### src/rtl/regbank_pkg.sv
package regbank_pkg;

  localparam logic [1:0] RESP_OKAY = 2'b00;

  // Map: scalar-in, staging, commit, scalar-out, snapshot, capture.
  function automatic int rb_reg_count(int nsi, int nvi, int nso, int nvo);
    return nsi + nvi + 1 + nso + nvo + 1;
  endfunction

  function automatic int rb_seg_size(int nreg, int ratio);
    return (ratio == 0) ? nreg : ratio;
  endfunction

  function automatic int rb_stage_count(int nreg, int ratio);
    int seg;
    seg = rb_seg_size(nreg, ratio);
    return (nreg + seg - 1) / seg;
  endfunction

endpackage

### src/rtl/rb_write_ctrl.sv
module rb_write_ctrl #(
  parameter int DATA_W = 32,
  parameter int IDX_W  = 6,
  localparam int NB    = DATA_W / 8
) (
  input  logic              clk,
  input  logic              rst_n,
  input  logic              awvalid,
  output logic              awready,
  input  logic [IDX_W-1:0]  aw_idx,
  input  logic              wvalid,
  output logic              wready,
  input  logic [DATA_W-1:0] wdata,
  input  logic [NB-1:0]     wstrb,
  output logic              bvalid,
  input  logic              bready,
  output logic              wr_en,
  output logic [IDX_W-1:0]  wr_idx,
  output logic [DATA_W-1:0] wr_data,
  output logic [NB-1:0]     wr_strb
);

  logic aw_have, w_have, bvalid_q;

  assign awready = !aw_have && !bvalid_q;
  assign wready  = !w_have  && !bvalid_q;
  assign bvalid  = bvalid_q;
  assign wr_en   = aw_have && w_have;

  always_ff @(posedge clk or negedge rst_n) begin
    if (!rst_n) begin
      aw_have  <= 1'b0;
      w_have   <= 1'b0;
      bvalid_q <= 1'b0;
      wr_idx   <= '0;
      wr_data  <= '0;
      wr_strb  <= '0;
    end else begin
      if (awvalid && awready) begin
        aw_have <= 1'b1;
        wr_idx  <= aw_idx;
      end
      if (wvalid && wready) begin
        w_have  <= 1'b1;
        wr_data <= wdata;
        wr_strb <= wstrb;
      end
      if (wr_en) begin
        aw_have  <= 1'b0;
        w_have   <= 1'b0;
        bvalid_q <= 1'b1;
      end else if (bvalid_q && bready) begin
        bvalid_q <= 1'b0;
      end
    end
  end

  // the response stays up until it is taken
  a_r2_b_hold: assert property (@(posedge clk) disable iff (!rst_n)
    bvalid && !bready |=> bvalid);

  // no new address is taken while a response is pending
  a_r2_no_aw_during_b: assert property (@(posedge clk) disable iff (!rst_n)
    bvalid |-> !(awvalid && awready));

endmodule

### src/rtl/rb_regs.sv
module rb_regs #(
  parameter int DATA_W       = 32,
  parameter int IDX_W        = 6,
  parameter int NSI          = 2,
  parameter int NVI          = 3,
  parameter int NSO          = 1,
  parameter int NVO          = 3,
  parameter bit READBACK_EN  = 1'b1,
  parameter logic [NSI*DATA_W-1:0] SIN_INIT  = '0,
  parameter logic [NVI*DATA_W-1:0] VIN_INIT  = '0,
  parameter logic [NVO*DATA_W-1:0] VOUT_INIT = '0,
  localparam int NB   = DATA_W / 8,
  localparam int NREG = regbank_pkg::rb_reg_count(NSI, NVI, NSO, NVO)
) (
  input  logic                   clk,
  input  logic                   rst_n,
  input  logic                   wr_en,
  input  logic [IDX_W-1:0]       wr_idx,
  input  logic [DATA_W-1:0]      wr_data,
  input  logic [NB-1:0]          wr_strb,
  output logic [NSI*DATA_W-1:0]  sin_o,
  output logic [NVI*DATA_W-1:0]  vin_o,
  input  logic [NSO*DATA_W-1:0]  sout_i,
  input  logic [NVO*DATA_W-1:0]  vout_i,
  output logic [NREG*DATA_W-1:0] rd_vec
);

  localparam int BASE_STG  = NSI;
  localparam int IDX_VCOM  = NSI + NVI;
  localparam int BASE_SOUT = IDX_VCOM + 1;
  localparam int BASE_SNAP = BASE_SOUT + NSO;
  localparam int IDX_OCAP  = BASE_SNAP + NVO;

  logic [DATA_W-1:0] sin_q  [NSI];
  logic [DATA_W-1:0] stg_q  [NVI];
  logic [DATA_W-1:0] shd_q  [NVI];
  logic [DATA_W-1:0] snap_q [NVO];
  logic              vcom_q, ocap_q;
  logic [NVO*DATA_W-1:0] snap_flat;

  wire commit_hit  = wr_en && (wr_idx == IDX_W'(IDX_VCOM)) && wr_strb[0] && wr_data[0];
  wire capture_hit = wr_en && (wr_idx == IDX_W'(IDX_OCAP)) && wr_strb[0] && wr_data[0];

  always_ff @(posedge clk or negedge rst_n) begin
    if (!rst_n) begin
      vcom_q <= 1'b0;
      ocap_q <= 1'b0;
    end else begin
      vcom_q <= commit_hit;
      ocap_q <= capture_hit;
    end
  end

  genvar i;
  generate
    for (i = 0; i < NSI; i++) begin : g_sin
      always_ff @(posedge clk or negedge rst_n) begin
        if (!rst_n) sin_q[i] <= SIN_INIT[i*DATA_W +: DATA_W];
        else if (wr_en && wr_idx == IDX_W'(i)) begin
          for (int b = 0; b < NB; b++)
            if (wr_strb[b]) sin_q[i][b*8 +: 8] <= wr_data[b*8 +: 8];
        end
      end
      assign sin_o[i*DATA_W +: DATA_W] = sin_q[i];
      assign rd_vec[i*DATA_W +: DATA_W] = READBACK_EN ? sin_q[i] : '0;
    end

    for (i = 0; i < NVI; i++) begin : g_vin
      always_ff @(posedge clk or negedge rst_n) begin
        if (!rst_n) stg_q[i] <= VIN_INIT[i*DATA_W +: DATA_W];
        else if (wr_en && wr_idx == IDX_W'(BASE_STG + i)) begin
          for (int b = 0; b < NB; b++)
            if (wr_strb[b]) stg_q[i][b*8 +: 8] <= wr_data[b*8 +: 8];
        end
      end
      always_ff @(posedge clk or negedge rst_n) begin
        if (!rst_n)      shd_q[i] <= VIN_INIT[i*DATA_W +: DATA_W];
        else if (vcom_q) shd_q[i] <= stg_q[i];
      end
      assign vin_o[i*DATA_W +: DATA_W] = shd_q[i];
      assign rd_vec[(BASE_STG+i)*DATA_W +: DATA_W] = READBACK_EN ? shd_q[i] : '0;
    end

    for (i = 0; i < NSO; i++) begin : g_sout
      assign rd_vec[(BASE_SOUT+i)*DATA_W +: DATA_W] = sout_i[i*DATA_W +: DATA_W];
    end

    for (i = 0; i < NVO; i++) begin : g_snap
      always_ff @(posedge clk or negedge rst_n) begin
        if (!rst_n)      snap_q[i] <= VOUT_INIT[i*DATA_W +: DATA_W];
        else if (ocap_q) snap_q[i] <= vout_i[i*DATA_W +: DATA_W];
      end
      assign snap_flat[i*DATA_W +: DATA_W] = snap_q[i];
      assign rd_vec[(BASE_SNAP+i)*DATA_W +: DATA_W] = snap_q[i];
    end
  endgenerate

  assign rd_vec[IDX_VCOM*DATA_W +: DATA_W] = '0;
  assign rd_vec[IDX_OCAP*DATA_W +: DATA_W] = '0;

  // commit and capture pulses last one cycle
  a_r6_commit_clears: assert property (@(posedge clk) disable iff (!rst_n)
    vcom_q |=> !vcom_q);
  a_r6_capture_clears: assert property (@(posedge clk) disable iff (!rst_n)
    ocap_q |=> !ocap_q);

  // the algorithm-side vector moves only on a commit
  a_r5_shadow_hold: assert property (@(posedge clk) disable iff (!rst_n)
    !vcom_q |=> $stable(vin_o));

  // the snapshot moves only on a capture
  a_r7_snap_hold: assert property (@(posedge clk) disable iff (!rst_n)
    !ocap_q |=> $stable(snap_flat));

endmodule

### src/rtl/rb_read_pipe.sv
module rb_read_pipe #(
  parameter int DATA_W = 32,
  parameter int IDX_W  = 6,
  parameter int NREG   = 11,
  parameter int RATIO  = 5,
  localparam int SEG   = regbank_pkg::rb_seg_size(NREG, RATIO),
  localparam int NSEG  = regbank_pkg::rb_stage_count(NREG, RATIO)
) (
  input  logic                   clk,
  input  logic                   rst_n,
  input  logic                   arvalid,
  output logic                   arready,
  input  logic [IDX_W-1:0]       ar_idx,
  output logic                   rvalid,
  input  logic                   rready,
  output logic [DATA_W-1:0]      rdata,
  input  logic [NREG*DATA_W-1:0] rd_vec
);

  logic                busy;
  logic [IDX_W-1:0]    st_idx [NSEG];
  logic [DATA_W-1:0]   st_acc [NSEG];
  logic [NSEG-1:0]     st_v;
  logic [IDX_W-1:0]    in_idx [NSEG];
  logic [DATA_W-1:0]   in_acc [NSEG];
  logic [NSEG-1:0]     in_v;

  wire ar_hs = arvalid && arready;
  assign arready = !busy;
  assign rvalid  = st_v[NSEG-1];
  assign rdata   = st_acc[NSEG-1];

  always_ff @(posedge clk or negedge rst_n) begin
    if (!rst_n)                busy <= 1'b0;
    else if (ar_hs)            busy <= 1'b1;
    else if (rvalid && rready) busy <= 1'b0;
  end

  genvar k;
  generate
    for (k = 0; k < NSEG; k++) begin : g_stage
      localparam int LO = k * SEG;
      localparam int HI = ((k + 1) * SEG > NREG) ? NREG : (k + 1) * SEG;
      logic [DATA_W-1:0] seg;

      if (k == 0) begin : g_head
        assign in_idx[k] = ar_idx;
        assign in_acc[k] = '0;
        assign in_v[k]   = ar_hs;
      end else begin : g_link
        assign in_idx[k] = st_idx[k-1];
        assign in_acc[k] = st_acc[k-1];
        assign in_v[k]   = st_v[k-1];
      end

      always_comb begin
        seg = in_acc[k];
        for (int j = LO; j < HI; j++)
          if (in_idx[k] == IDX_W'(j)) seg = rd_vec[j*DATA_W +: DATA_W];
      end

      if (k < NSEG - 1) begin : g_mid
        always_ff @(posedge clk or negedge rst_n) begin
          if (!rst_n) begin
            st_v[k]   <= 1'b0;
            st_idx[k] <= '0;
            st_acc[k] <= '0;
          end else begin
            st_v[k] <= in_v[k];
            if (in_v[k]) begin
              st_idx[k] <= in_idx[k];
              st_acc[k] <= seg;
            end
          end
        end
      end else begin : g_last
        always_ff @(posedge clk or negedge rst_n) begin
          if (!rst_n) begin
            st_v[k]   <= 1'b0;
            st_idx[k] <= '0;
            st_acc[k] <= '0;
          end else if (in_v[k]) begin
            st_v[k]   <= 1'b1;
            st_idx[k] <= in_idx[k];
            st_acc[k] <= seg;
          end else if (rready) begin
            st_v[k] <= 1'b0;
          end
        end
      end
    end
  endgenerate

  // read data and valid are held under back-pressure
  a_r11_r_hold: assert property (@(posedge clk) disable iff (!rst_n)
    rvalid && !rready |=> rvalid && $stable(rdata));

  // no second read enters while a result is waiting
  a_r11_single_read: assert property (@(posedge clk) disable iff (!rst_n)
    rvalid |-> !ar_hs);

  // at most one read is ever in flight in the chain
  a_r11_one_in_flight: assert property (@(posedge clk) disable iff (!rst_n)
    $onehot0(st_v));

endmodule

### src/rtl/regbank_lite.sv
module regbank_lite #(
  parameter int DATA_W       = 32,
  parameter int ADDR_W       = 8,
  parameter int N_SCALAR_IN  = 2,
  parameter int VEC_IN_LEN   = 3,
  parameter int N_SCALAR_OUT = 1,
  parameter int VEC_OUT_LEN  = 3,
  parameter bit READBACK_EN  = 1'b1,
  parameter int PIPE_RATIO   = 5,
  parameter logic [N_SCALAR_IN*DATA_W-1:0] SIN_INIT  = '0,
  parameter logic [VEC_IN_LEN*DATA_W-1:0]  VIN_INIT  = '0,
  parameter logic [VEC_OUT_LEN*DATA_W-1:0] VOUT_INIT = '0,
  localparam int NB    = DATA_W / 8,
  localparam int IDX_W = ADDR_W - 2,
  localparam int NREG  = regbank_pkg::rb_reg_count(N_SCALAR_IN, VEC_IN_LEN,
                                                   N_SCALAR_OUT, VEC_OUT_LEN)
) (
  input  logic                            clk,
  input  logic                            rst_n,
  input  logic                            s_awvalid,
  output logic                            s_awready,
  input  logic [ADDR_W-1:0]               s_awaddr,
  input  logic                            s_wvalid,
  output logic                            s_wready,
  input  logic [DATA_W-1:0]               s_wdata,
  input  logic [NB-1:0]                   s_wstrb,
  output logic                            s_bvalid,
  input  logic                            s_bready,
  output logic [1:0]                      s_bresp,
  input  logic                            s_arvalid,
  output logic                            s_arready,
  input  logic [ADDR_W-1:0]               s_araddr,
  output logic                            s_rvalid,
  input  logic                            s_rready,
  output logic [DATA_W-1:0]               s_rdata,
  output logic [1:0]                      s_rresp,
  output logic [N_SCALAR_IN*DATA_W-1:0]   scalar_in_o,
  output logic [VEC_IN_LEN*DATA_W-1:0]    vec_in_o,
  input  logic [N_SCALAR_OUT*DATA_W-1:0]  scalar_out_i,
  input  logic [VEC_OUT_LEN*DATA_W-1:0]   vec_out_i
);

  logic                   wr_en;
  logic [IDX_W-1:0]       wr_idx;
  logic [DATA_W-1:0]      wr_data;
  logic [NB-1:0]          wr_strb;
  logic [NREG*DATA_W-1:0] rd_vec;

  assign s_bresp = regbank_pkg::RESP_OKAY;
  assign s_rresp = regbank_pkg::RESP_OKAY;

  rb_write_ctrl #(.DATA_W(DATA_W), .IDX_W(IDX_W)) u_wr (
    .clk(clk), .rst_n(rst_n),
    .awvalid(s_awvalid), .awready(s_awready), .aw_idx(s_awaddr[ADDR_W-1:2]),
    .wvalid(s_wvalid), .wready(s_wready), .wdata(s_wdata), .wstrb(s_wstrb),
    .bvalid(s_bvalid), .bready(s_bready),
    .wr_en(wr_en), .wr_idx(wr_idx), .wr_data(wr_data), .wr_strb(wr_strb)
  );

  rb_regs #(
    .DATA_W(DATA_W), .IDX_W(IDX_W),
    .NSI(N_SCALAR_IN), .NVI(VEC_IN_LEN), .NSO(N_SCALAR_OUT), .NVO(VEC_OUT_LEN),
    .READBACK_EN(READBACK_EN),
    .SIN_INIT(SIN_INIT), .VIN_INIT(VIN_INIT), .VOUT_INIT(VOUT_INIT)
  ) u_regs (
    .clk(clk), .rst_n(rst_n),
    .wr_en(wr_en), .wr_idx(wr_idx), .wr_data(wr_data), .wr_strb(wr_strb),
    .sin_o(scalar_in_o), .vin_o(vec_in_o),
    .sout_i(scalar_out_i), .vout_i(vec_out_i),
    .rd_vec(rd_vec)
  );

  rb_read_pipe #(
    .DATA_W(DATA_W), .IDX_W(IDX_W), .NREG(NREG), .RATIO(PIPE_RATIO)
  ) u_rd (
    .clk(clk), .rst_n(rst_n),
    .arvalid(s_arvalid), .arready(s_arready), .ar_idx(s_araddr[ADDR_W-1:2]),
    .rvalid(s_rvalid), .rready(s_rready), .rdata(s_rdata),
    .rd_vec(rd_vec)
  );

endmodule

### config.mk
export PLATFORM = sky130hd
export DESIGN_NAME = regbank_lite
export DESIGN_NICKNAME = d
export VERILOG_FILES = /design/src/rtl/regbank_pkg.sv /design/src/rtl/rb_write_ctrl.sv /design/src/rtl/rb_regs.sv /design/src/rtl/rb_read_pipe.sv /design/src/rtl/regbank_lite.sv
export SDC_FILE = /design/constraint.sdc
export NUM_CORES = 1
export LEC_CHECK = 0
export BUFFER_PORTS_ARGS = -buffer_cell sky130_fd_sc_hd__buf_2
export CAP_MARGIN = 20
export CORE_MARGIN = 1.5
export CORE_UTILIZATION = 41
export CTS_CLUSTER_SIZE = 16
export DETAILED_ROUTE_END_ITERATION = 10
export GPL_TIMING_DRIVEN = 0
export HOLD_SLACK_MARGIN = 0.06
export PLACE_DENSITY_LB_ADDON = 0.05
export SYNTH_ARGS = -nofsm -noshare
export SYNTH_HDL_FRONTEND = slang
export SYNTH_SLANG_ARGS = --single-unit
### constraint.sdc
create_clock -name clk -period 2.4 [get_ports clk]
set_clock_uncertainty 0.05 [all_clocks]
set_input_delay 0.24 -clock clk [delete_from_list [all_inputs] [get_ports clk]]
set_output_delay 0.24 -clock clk [all_outputs]
set_load 0.01 [all_outputs]
==> metrics.txt <==
simple-gate share of the synthesized area slightly above 6%; Synth Cell Area 23,200 µm²; routability cong. 0.883; Routed WL 71,200 µm; top cells by area, synth dfrtp_1 55%, mux2_2 19%, buf_4 5.5%; complex-gate fraction of the synthesized area 7.68%; Syn Inst Count 1,825; RSZ-0062 raised after global routing false; FP Rows 87; total track usage between 20% and 30%; worst hold path class in -> reg; Synth area leader dfrtp_1; top-count cell post-synth dfrtp_1; Final Hold Fails 0; die area 58,100 µm²; cell area after placement 26,200 µm²; Via Count 16,300; Worst R2R Setup Slack 80 ps; Cell Int Power 18.9 mW; Final Max Slew Viols 0; fmax 0.431 GHz; Seq/Total Area, Yosys a little over half; FF+latch count, synth approximately 510; Max-Cap Viols 0; post-synthesis adder-cell area fraction 0%; reg2reg path depth 6; Antenna Violating Nets Remaining 0; Die Y 241 µm; Power Dens Cells 915 nW/µm²; Max FO, Critical Path 10; # DRC 0; clock share of power between 30% and 40%; Final min period 2320 ps; Max stage delay on crit path 590 ps; relative slew slack between 30% and 40%; CTS tree built; Avg Cell Area, Syn 12.7 µm²; status finished clean; Slowest-stage cell, CP buf_1; first-pass GRT wire length 106,000 µm; mux cell area share after synthesis 22.9%; clock transition at the registers of the reported paths ~60 ps; CP required 2810 ps; main combinational cell family by area after synthesis multiplexers; DRT iter0 DRCs 925; final net count roughly 2,600; Synth Area in XOR/XNOR 0%; grt ovf 0; Layout area overhead 28.1%; DR WL/cell 21.9 µm; Crit. End Element register; switching share of total power 30.5%; num ports slightly below 400; Net Sw Power 8.32 mW; starting density of the core 41.4%; Worst setup SP type register; count of input and output buffers about 380; crit-path cells buf_2, buf_1, nand3_2, buf_2, nor2_1, o31ai_1; sequential fraction of design power 45.5%; H-tree levels 2; reg2reg end u_rd.in_acc[7]; Fillers 5,002; initial antenna violation count 1; Num CTS Buffers 56; asr flop ratio synth 100%; Num Clock Sinks 511; Max IR drop VDD roughly 580 µV; DR vias/cell 5.02; Clock Tree Buf Depth 3; total power about 27 mW; FF-to-FF Start u_rd.in_idx[6]; root buffer cell clkbuf_16; part of the power in combinational logic a little under a quarter; share of the synthesized area in the top cell type between 50% and 60%; vias in the first global route 17,000; final cell count without fillers 3,243; Main synth FF type dfrtp_1; Die X between 200 and 250 µm; post-synth cell types 54; largest net degree at the start of global routing 117; fin area 29,800 µm²; synth cell count leaders 511 x dfrtp_1, 399 x mux2_2, 171 x buf_4; Worst Hold Depth 4; DP Cell Count 2,967; period utilization between 90% and 100%; Hold Path Sink u_rd.in_acc[18]; Slew @ Worst Pin 923 ps; leakage 15.2 nW; clock latency on the worst-skew pair 610 ps; hpwl dp about 52,000 µm; core area 56,200 µm²; CP bufs+invs 3; CP arrival 2740 ps; EDFF count, synth 0; synth warn 0; Crit path max-delay family buffers and inverters; Pre-Repair DR Iteration Count 8; hold_sp scalar_out_i[18]; cell mode on critical path buf_2; layout cells sized above 1 between 40% and 50%; Final setup viols 0; crit path kind reg -> reg
cells by family after synthesis:
group / Yosys count
compound gates: 276
mux: 467
other cells: 1
simple gates: 252
flops: 511
buf+inv: 318
state kept, by name, summed over array words and instances, names as in the netlist, 2 cells and up:
name           flops
u_rd.rdata        32
u_wr.wr_idx        6
u_rd.in_idx       12
u_regs.stg_q      96
u_rd.in_acc       64
u_wr.wr_strb       4
u_rd.in_v          2
u_wr.wr_data      32
u_regs.rd_vec    256
area by class of cell:
class                           count  area [µm²]  area share [%]
Timing Repair Buffer              558        3770            12.7
Clock buffer                       90        1710            5.74
Inverter                           40         150           0.504
Antenna cell                        1        2.50         0.00840
Clock inverter                     10        85.1           0.286
Sequential cell                   511       12800            42.9
Tap cell                          756         946            3.18
Multi-Input combinational cell    999        8570            28.8
Buffer                            278        1770            5.93
per-stage QoR:
stage	TNS, ps	hold slack, ps	utilization (%)	worst slack (ps)
2_1_floorplan	0	-106	-	669
3_3_place_gp	-4855790	338	46.5	-9550
3_5_place_dp	-5180	257	46.7	-390
4_1_cts	0	66.5	53.0	79.0
5_1_grt	0	114	53.0	0.0349
6_report	0	103	53.0	78.1
worst min-delay path, stage by stage:
cell and delay (ps):
buf_2 70, mux2_2 160, a22oi_1 60, a31oi_1 170
power groups by stage:
stage	Sequential [mW]	Combinational [mW]	Clock (mW)
2_1_floorplan	11.9	4.13	0
3_3_place_gp	12.5	6.06	0
3_5_place_dp	12.5	6.18	0
4_1_cts	12.4	6.43	8.68
5_1_grt	12.7	6.96	9.02
6_report	12.4	6.38	8.47
what timing repair did:
item	CTS	global route
hold buffers	175	0
pin swaps	0	0
setup endpoints to repair	14	4
buffers inserted	0	0
endpoints found under the hold margin	268	0
gates resized for setup	1	4
per-layer routing:
metal,GRT usage [%],up-vias,routed length (µm)
li1,-,7572,-
met1,33.9,8247,33100
met2,40.0,387,33800
met3,3.32,77,2960
met4,6.34,0,1370
met5,0,-,0
worst max-delay path by stage:
| stage | from | endpoint | slack, ps | cells after the start |
|---|---|---|---|---|
| detailed placement | s_araddr[3] | u_rd.in_acc[60] | -390 | 6 |
| floorplan | u_wr.aw_have | u_regs.rd_vec[0] | 670 | 6 |
| global route | u_rd.in_idx[7] | u_rd.in_acc[16] | 0.03 | 6 |
| CTS | u_regs.vcom_q | u_regs.rd_vec[121] | 80 | 4 |
| global placement | rst_n | u_wr.wr_data[10] | -9550 | 1 |
| finish | u_rd.in_idx[6] | u_rd.in_acc[7] | 80 | 6 |
cell usage in the layout, fill, tap and decap left out, types with 30 or more instances in the layout:
cell	instances
dfrtp_1	511
buf_2	405
mux2_2	399
dlygate4sd3_1	175
buf_4	171
o21ai_0	99
nand2_1	88
clkbuf_1	74
o22ai_1	57
clkbuf_16	57
nor2_1	51
inv_1	40
mux2i_1	35
nand3b_1	33
mux2_4	32
a221oi_1	32
a31oi_1	30
Note: power is estimated with default switching activity, not from simulation.
